==> config.mk <==
export PLATFORM = sky130hd
export DESIGN_NAME = pll_phase_stepper
export DESIGN_NICKNAME = d
export VERILOG_FILES = /design/src/rtl/pds_pkg.sv /design/src/rtl/pds_fall_catch.sv /design/src/rtl/pds_wait_timer.sv /design/src/rtl/pll_phase_stepper.sv
export SDC_FILE = /design/constraint.sdc
export NUM_CORES = 1
export LEC_CHECK = 0
export BUFFER_PORTS_ARGS = -buffer_cell sky130_fd_sc_hd__buf_4
export CORE_ASPECT_RATIO = 0.9
export CORE_MARGIN = 5
export CORE_UTILIZATION = 48
export CTS_CLUSTER_SIZE = 20
export DETAILED_ROUTE_END_ITERATION = 8
export PLACE_DENSITY = 0.71
export SYNTH_ARGS = -nofsm -noshare
export SYNTH_HDL_FRONTEND = slang
export SYNTH_SLANG_ARGS = --single-unit
==> constraint.sdc <==
create_clock -name clk -period 1.82 [get_ports clk]
set_clock_uncertainty 0.2 [all_clocks]
set_input_delay 0.091 -clock clk [delete_from_list [all_inputs] [get_ports clk]]
set_output_delay 0.091 -clock clk [all_outputs]
set_load 0.01 [all_outputs]
==> src/rtl/pds_pkg.sv <==
package pds_pkg;

    // Sequencer states; the encoding of ST_IDLE must be zero.
    typedef enum logic [2:0] {
        ST_IDLE  = 3'd0,
        ST_STEP  = 3'd1,
        ST_CAPT  = 3'd2,
        ST_WLOW  = 3'd3,
        ST_WHIGH = 3'd4
    } pds_state_e;

endpackage

==> src/rtl/pds_fall_catch.sv <==
// Records a falling edge of the completion line, even one whose low time
// is shorter than a clock period. Asynchronous set on the falling edge,
// synchronous clear whenever the sequencer is idle or in reset.
module pds_fall_catch (
    input  logic clk,
    input  logic rst,
    input  logic arm_i,
    input  logic line_i,
    output logic seen_o
);

    logic seen_q;

    always_ff @(posedge clk or negedge line_i) begin
        if (!line_i) begin
            seen_q <= 1'b1;
        end else if (rst || !arm_i) begin
            seen_q <= 1'b0;
        end
    end

    assign seen_o = seen_q;

endmodule

==> src/rtl/pds_wait_timer.sv <==
// Saturating wait counter: runs while run_i is high, clears otherwise.
module pds_wait_timer #(
    parameter int LIMIT = 256
) (
    input  logic clk,
    input  logic rst,
    input  logic run_i,
    output logic expired_o
);

    localparam int TW = (LIMIT > 2) ? $clog2(LIMIT) : 1;
    localparam logic [TW-1:0] LAST = TW'(LIMIT - 1);

    logic [TW-1:0] cnt_d, cnt_q;

    always_comb begin
        cnt_d = cnt_q;
        if (!run_i) begin
            cnt_d = '0;
        end else if (cnt_q != LAST) begin
            cnt_d = cnt_q + 1'b1;
        end
    end

    always_ff @(posedge clk) begin
        if (rst) begin
            cnt_q <= '0;
        end else begin
            cnt_q <= cnt_d;
        end
    end

    assign expired_o = (cnt_q == LAST);

    AST_TMR_NO_WRAP: assert property (@(posedge clk) disable iff (rst)
        (run_i && expired_o) |=> (!run_i || expired_o));

    AST_TMR_IDLE_CLEAR: assert property (@(posedge clk) disable iff (rst)
        !run_i |=> (cnt_q == '0));

endmodule

==> src/rtl/pll_phase_stepper.sv <==
module pll_phase_stepper #(
    parameter int SEL_W    = 4,
    parameter int STEP_CYC = 2,
    parameter int TMO_CYC  = 256
) (
    input  logic             clk,
    input  logic             rst,
    input  logic             req_i,
    input  logic             dir_i,
    input  logic [SEL_W-1:0] sel_i,
    output logic             busy_o,
    output logic             done_o,
    output logic             err_o,
    output logic             phase_step_o,
    output logic             phase_dir_o,
    output logic [SEL_W-1:0] phase_sel_o,
    input  logic             phase_done_i
);

    import pds_pkg::*;

    localparam int SCW = $clog2(STEP_CYC + 1);
    localparam logic [SCW-1:0] STEP_LAST = SCW'(STEP_CYC - 1);

    typedef struct packed {
        pds_state_e       st;
        logic [SCW-1:0]   scnt;
        logic             dir;
        logic [SEL_W-1:0] sel;
        logic             done;
        logic             err;
    } regs_t;

    localparam regs_t REGS_RST = '{
        st:   ST_IDLE,
        scnt: '0,
        dir:  1'b0,
        sel:  '0,
        done: 1'b0,
        err:  1'b0
    };

    regs_t r_d, r_q;
    logic  armed;
    logic  waiting;
    logic  fell_seen;
    logic  tmo_hit;

    assign armed   = (r_q.st != ST_IDLE);
    assign waiting = (r_q.st == ST_WLOW) || (r_q.st == ST_WHIGH);

    pds_fall_catch i_catch (
        .clk    (clk),
        .rst    (rst),
        .arm_i  (armed),
        .line_i (phase_done_i),
        .seen_o (fell_seen)
    );

    pds_wait_timer #(
        .LIMIT (TMO_CYC)
    ) i_timer (
        .clk       (clk),
        .rst       (rst),
        .run_i     (waiting),
        .expired_o (tmo_hit)
    );

    always_comb begin
        r_d      = r_q;
        r_d.done = 1'b0;
        r_d.err  = 1'b0;
        unique case (r_q.st)
            ST_IDLE: begin
                if (req_i && phase_done_i) begin
                    r_d.st   = ST_STEP;
                    r_d.scnt = '0;
                    r_d.dir  = dir_i;
                    r_d.sel  = sel_i;
                end
            end
            ST_STEP: begin
                if (r_q.scnt == STEP_LAST) begin
                    r_d.st = ST_CAPT;
                end else begin
                    r_d.scnt = r_q.scnt + 1'b1;
                end
            end
            ST_CAPT: begin
                r_d.st = ST_WLOW;
            end
            ST_WLOW: begin
                if (fell_seen) begin
                    r_d.st = ST_WHIGH;
                end else if (tmo_hit) begin
                    r_d.st  = ST_IDLE;
                    r_d.err = 1'b1;
                    r_d.dir = 1'b0;
                    r_d.sel = '0;
                end
            end
            ST_WHIGH: begin
                if (phase_done_i) begin
                    r_d.st   = ST_IDLE;
                    r_d.done = 1'b1;
                    r_d.dir  = 1'b0;
                    r_d.sel  = '0;
                end else if (tmo_hit) begin
                    r_d.st  = ST_IDLE;
                    r_d.err = 1'b1;
                    r_d.dir = 1'b0;
                    r_d.sel = '0;
                end
            end
            default: begin
                r_d = REGS_RST;
            end
        endcase
    end

    always_ff @(posedge clk) begin
        if (rst) begin
            r_q <= REGS_RST;
        end else begin
            r_q <= r_d;
        end
    end

    assign busy_o       = armed;
    assign done_o       = r_q.done;
    assign err_o        = r_q.err;
    assign phase_step_o = (r_q.st == ST_STEP);
    assign phase_dir_o  = r_q.dir;
    assign phase_sel_o  = r_q.sel;

    AST_STEP_HELD: assert property (@(posedge clk) disable iff (rst)
        $rose(phase_step_o) |=> phase_step_o);

    AST_STEP_NEEDS_BUSY: assert property (@(posedge clk) disable iff (rst)
        phase_step_o |-> busy_o);

    AST_CTRL_STABLE: assert property (@(posedge clk) disable iff (rst)
        (busy_o && $past(busy_o)) |-> ($stable(phase_dir_o) && $stable(phase_sel_o)));

    AST_IDLE_QUIET: assert property (@(posedge clk) disable iff (rst)
        !busy_o |-> (!phase_step_o && !phase_dir_o && phase_sel_o == '0));

    AST_DONE_PULSE: assert property (@(posedge clk) disable iff (rst)
        done_o |=> !done_o);

    AST_END_DROPS_BUSY: assert property (@(posedge clk) disable iff (rst)
        (done_o || err_o) |-> !busy_o);

    AST_START_LINE_HIGH: assert property (@(posedge clk) disable iff (rst)
        $rose(busy_o) |-> ($past(phase_done_i) && $past(req_i)));

    AST_ERR_PULSE: assert property (@(posedge clk) disable iff (rst)
        err_o |=> !err_o);

    AST_DONE_ERR_EXCL: assert property (@(posedge clk) disable iff (rst)
        !(done_o && err_o));

endmodule

==> metrics.csv <==
metric;value;unit
max-cap violation count;0;
DR vias/cell;5.39;
grt ovf;0;
final setup margin;0.0815;ns
drt first pass iters;4;
Placed Cells;167;
CP Max Fanout;5;
Syn Area/Cell;8.17;um^2
initial core utilization;49.6;%
pwr/cell area;652;nW/um^2
Post-DP Area;1190;um^2
top cells by area, synth;dfxtp_1 (38%), a21oi_1 (5.2%), nand2_1 (4.9%), nor2_1 (4.9%), nand2b_1 (3.5%);
Slowest cell on crit path;dfxtp_1;
status;finished, final reports clean;
critical path class;reg -> reg;
syn nets;141;
Final Power;0.855;mW
clock buffer depth;2;
DR WL/cell;12.9;um
Final period util;95.5;%
htree depth;1;
area leader, netlist;dfxtp_1;
highest clock rate;0.575;GHz
flip-flop and latch count after synthesis;21;
post-CTS setup buffer count;0;
final routed DRC violation total;0;
die area;3260;um^2
antenna violations before repair;0;
Final HPWL DP;1.62;mm
CP required;1.81;ns
Die Ht;54.6;um
Core Area;2140;um^2
min-delay worst type;in -> reg;
final non-filler cell total;178;
setup TNS;0;ns
number of global-route vias before repair;892;
most common cell after layout, fill and taps aside;buf_4;
Clock Sinks;21;
Iteration-0 DRC Markers;29;
post-synth top area share;37.7;%
ant diodes;0;
DRT antenna net count;0;
RSZ-0062 raised after global routing;false;
post-layout min period;1.74;ns
Finished Cell Area;1310;um^2
Slew @ Worst Pin;0.498;ns
startpoint types;register;
Min Hold Slack;0.0402;ns
routed wire length;2.30;mm
Cell variety after synth;39;
Top Ports;18;
Synth warnings;0;
share of post-route cells with drive strength above 1;21.2;%
CTS tree;yes;
Port Buffers;17;
Area growth syn-to-layout;23.4;%
Synth Instances;130;
Worst path max stage delay;0.39;ns
Slew HR;66.6;%
most frequent cells in the layout;buf_4 (20), dfxtp_1 (17), nor2_1 (14), nand2_1 (14), a21oi_1 (11);
largest net degree at the start of global routing;16;
post-layout util;61.2;%
total number of vias;960;
Arrival @ worst endpoint;1.73;ns
Worst-path clk slew;0.12;ns
row count;16;
critical path cell sequence;ha_1, nand3_2, or2_4, a32oi_4, o21ai_0;
maximum VDD drop;0.333;mV
sequential share of the synthesized area;40.2;%
Net count, final;163;
worst-skew pair later-pin latency;0.30;ns
Leakage;0.490;nW
gr usage total;15.3;%
Placement Setup Slack;-0.00208;ns
final setup fails;0;
Die W;59.6;um
TritonCTS buffer count;3;
CP Capture Type;register;
final hold vios;0;
synthesized area;1060;um^2
RD Place Congestion;0.825;
Root Buffer;clkbuf_4;
first-pass GRT wire length;3.75;mm
Max Slew Vio Count;0;
==> synthesized netlist by cell type <==
master and number:
nand3_1 3, a21o_1 1, nor4_1 1, clkbuf_1 1, o21ai_1 1, a32oi_2 1, or4_1 1, nand2b_1 6
o21a_1 1, xnor2_1 3, o21bai_1 1, and3_1 1, buf_2 5, or3b_1 2, a211oi_1 1, buf_4 4
a22oi_1 1, dfxtp_1 20, nor3_1 3, dfstp_2 1, nand2_1 14, a31oi_1 1, o22ai_1 1, mux2i_1 1
inv_1 5, nor4_2 1, nor3b_1 3, o21ai_0 7, or3_1 2, a21oi_1 11, o31a_1 1, ha_1 2
o32ai_1 1, or2_1 2, nand4_1 1, and3b_1 1, nand3b_1 2, xor2_1 2, nor2_1 14
==> cell families (layout without fill, tap and decap cells) <==
kind of cell,count (synthesis),after routing,synth area share [%]
XOR/XNOR,5,5,4.12
flip-flops,21,21,40.2
multiplexers,1,1,0.942
buffers and inverters,15,36,7.30
AO/OA/AOI/OAI,29,29,16.8
AND/OR/NAND/NOR,57,57,28.3
adder cells (fa/ha/maj),2,2,2.36
==> timing repair <==
item / CTS / global route
setup endpoints to repair: 2 / 9
pin swaps: 0 / 1
resized for setup: 1 / 6
hold buffers: 7 / 0
hold endpoints to repair: 12 / 0
==> per-layer routing <==
layer | vias up | GRT usage (%) | wire, um
met5 | - | 0 | 0
met4 | 0 | 7.75 | 29
met3 | 5 | 3.30 | 126
met2 | 23 | 25.6 | 1030
met1 | 438 | 18.5 | 1120
li1 | 494 | - | -
==> layout make-up <==
type / count / area [um^2]
Fill cell: 187 / 831
Multi-Input combinational cell: 94 / 582
Sequential cell: 21 / 430
Timing Repair Buffer: 27 / 220
Tap cell: 27 / 33.8
Clock buffer: 4 / 26.3
Inverter: 5 / 18.8
==> power by group <==
group	total (mW)	internal [mW]	switching (mW)
Clock	0.226	0.0855	0.141
Sequential	0.492	0.473	0.0189
Combinational	0.137	0.0745	0.0625
==> registers in the layout, summed over array words and instances (netlist names) <==
signal          count
i_timer.cnt_q       8
r_q                 5
phase_sel_o         4
done_o              1
err_o               1
i_catch.seen_o      1
phase_dir_o         1
==> worst max-delay path, delay by kind of cell (launching register included) <==
kind                     cells  cell delay [ns]
AO/OA/AOI/OAI                2             0.38
flip-flops                   1             0.39
adder cells (fa/ha/maj)      1             0.23
AND/OR/NAND/NOR              2             0.42
==> path summary, 6_finish.rpt <==
path                                               endpoint  cells past startpoint  slack (ns)                           from
max in group asynchronous        i_catch.seen_o$_DFFE_PN1P_                      2        1.31                   phase_done_i
worst min-delay path                    r_q[9]$_SDFFE_PP0P_                      5        0.04                          req_i
worst max-delay path            phase_sel_o[3]$_SDFFE_PP0P_                      5        0.08  i_timer.cnt_q[0]$_SDFFE_PP0N_
min in group asynchronous        i_catch.seen_o$_DFFE_PN1P_                      2        0.09                   phase_done_i
worst min register to register          r_q[8]$_SDFFE_PP0P_                      2        0.26            r_q[8]$_SDFFE_PP0P_
worst max register to register  phase_sel_o[3]$_SDFFE_PP0P_                      5        0.08  i_timer.cnt_q[0]$_SDFFE_PP0N_
No activity file was read; power rests on OpenSTA's default activity.
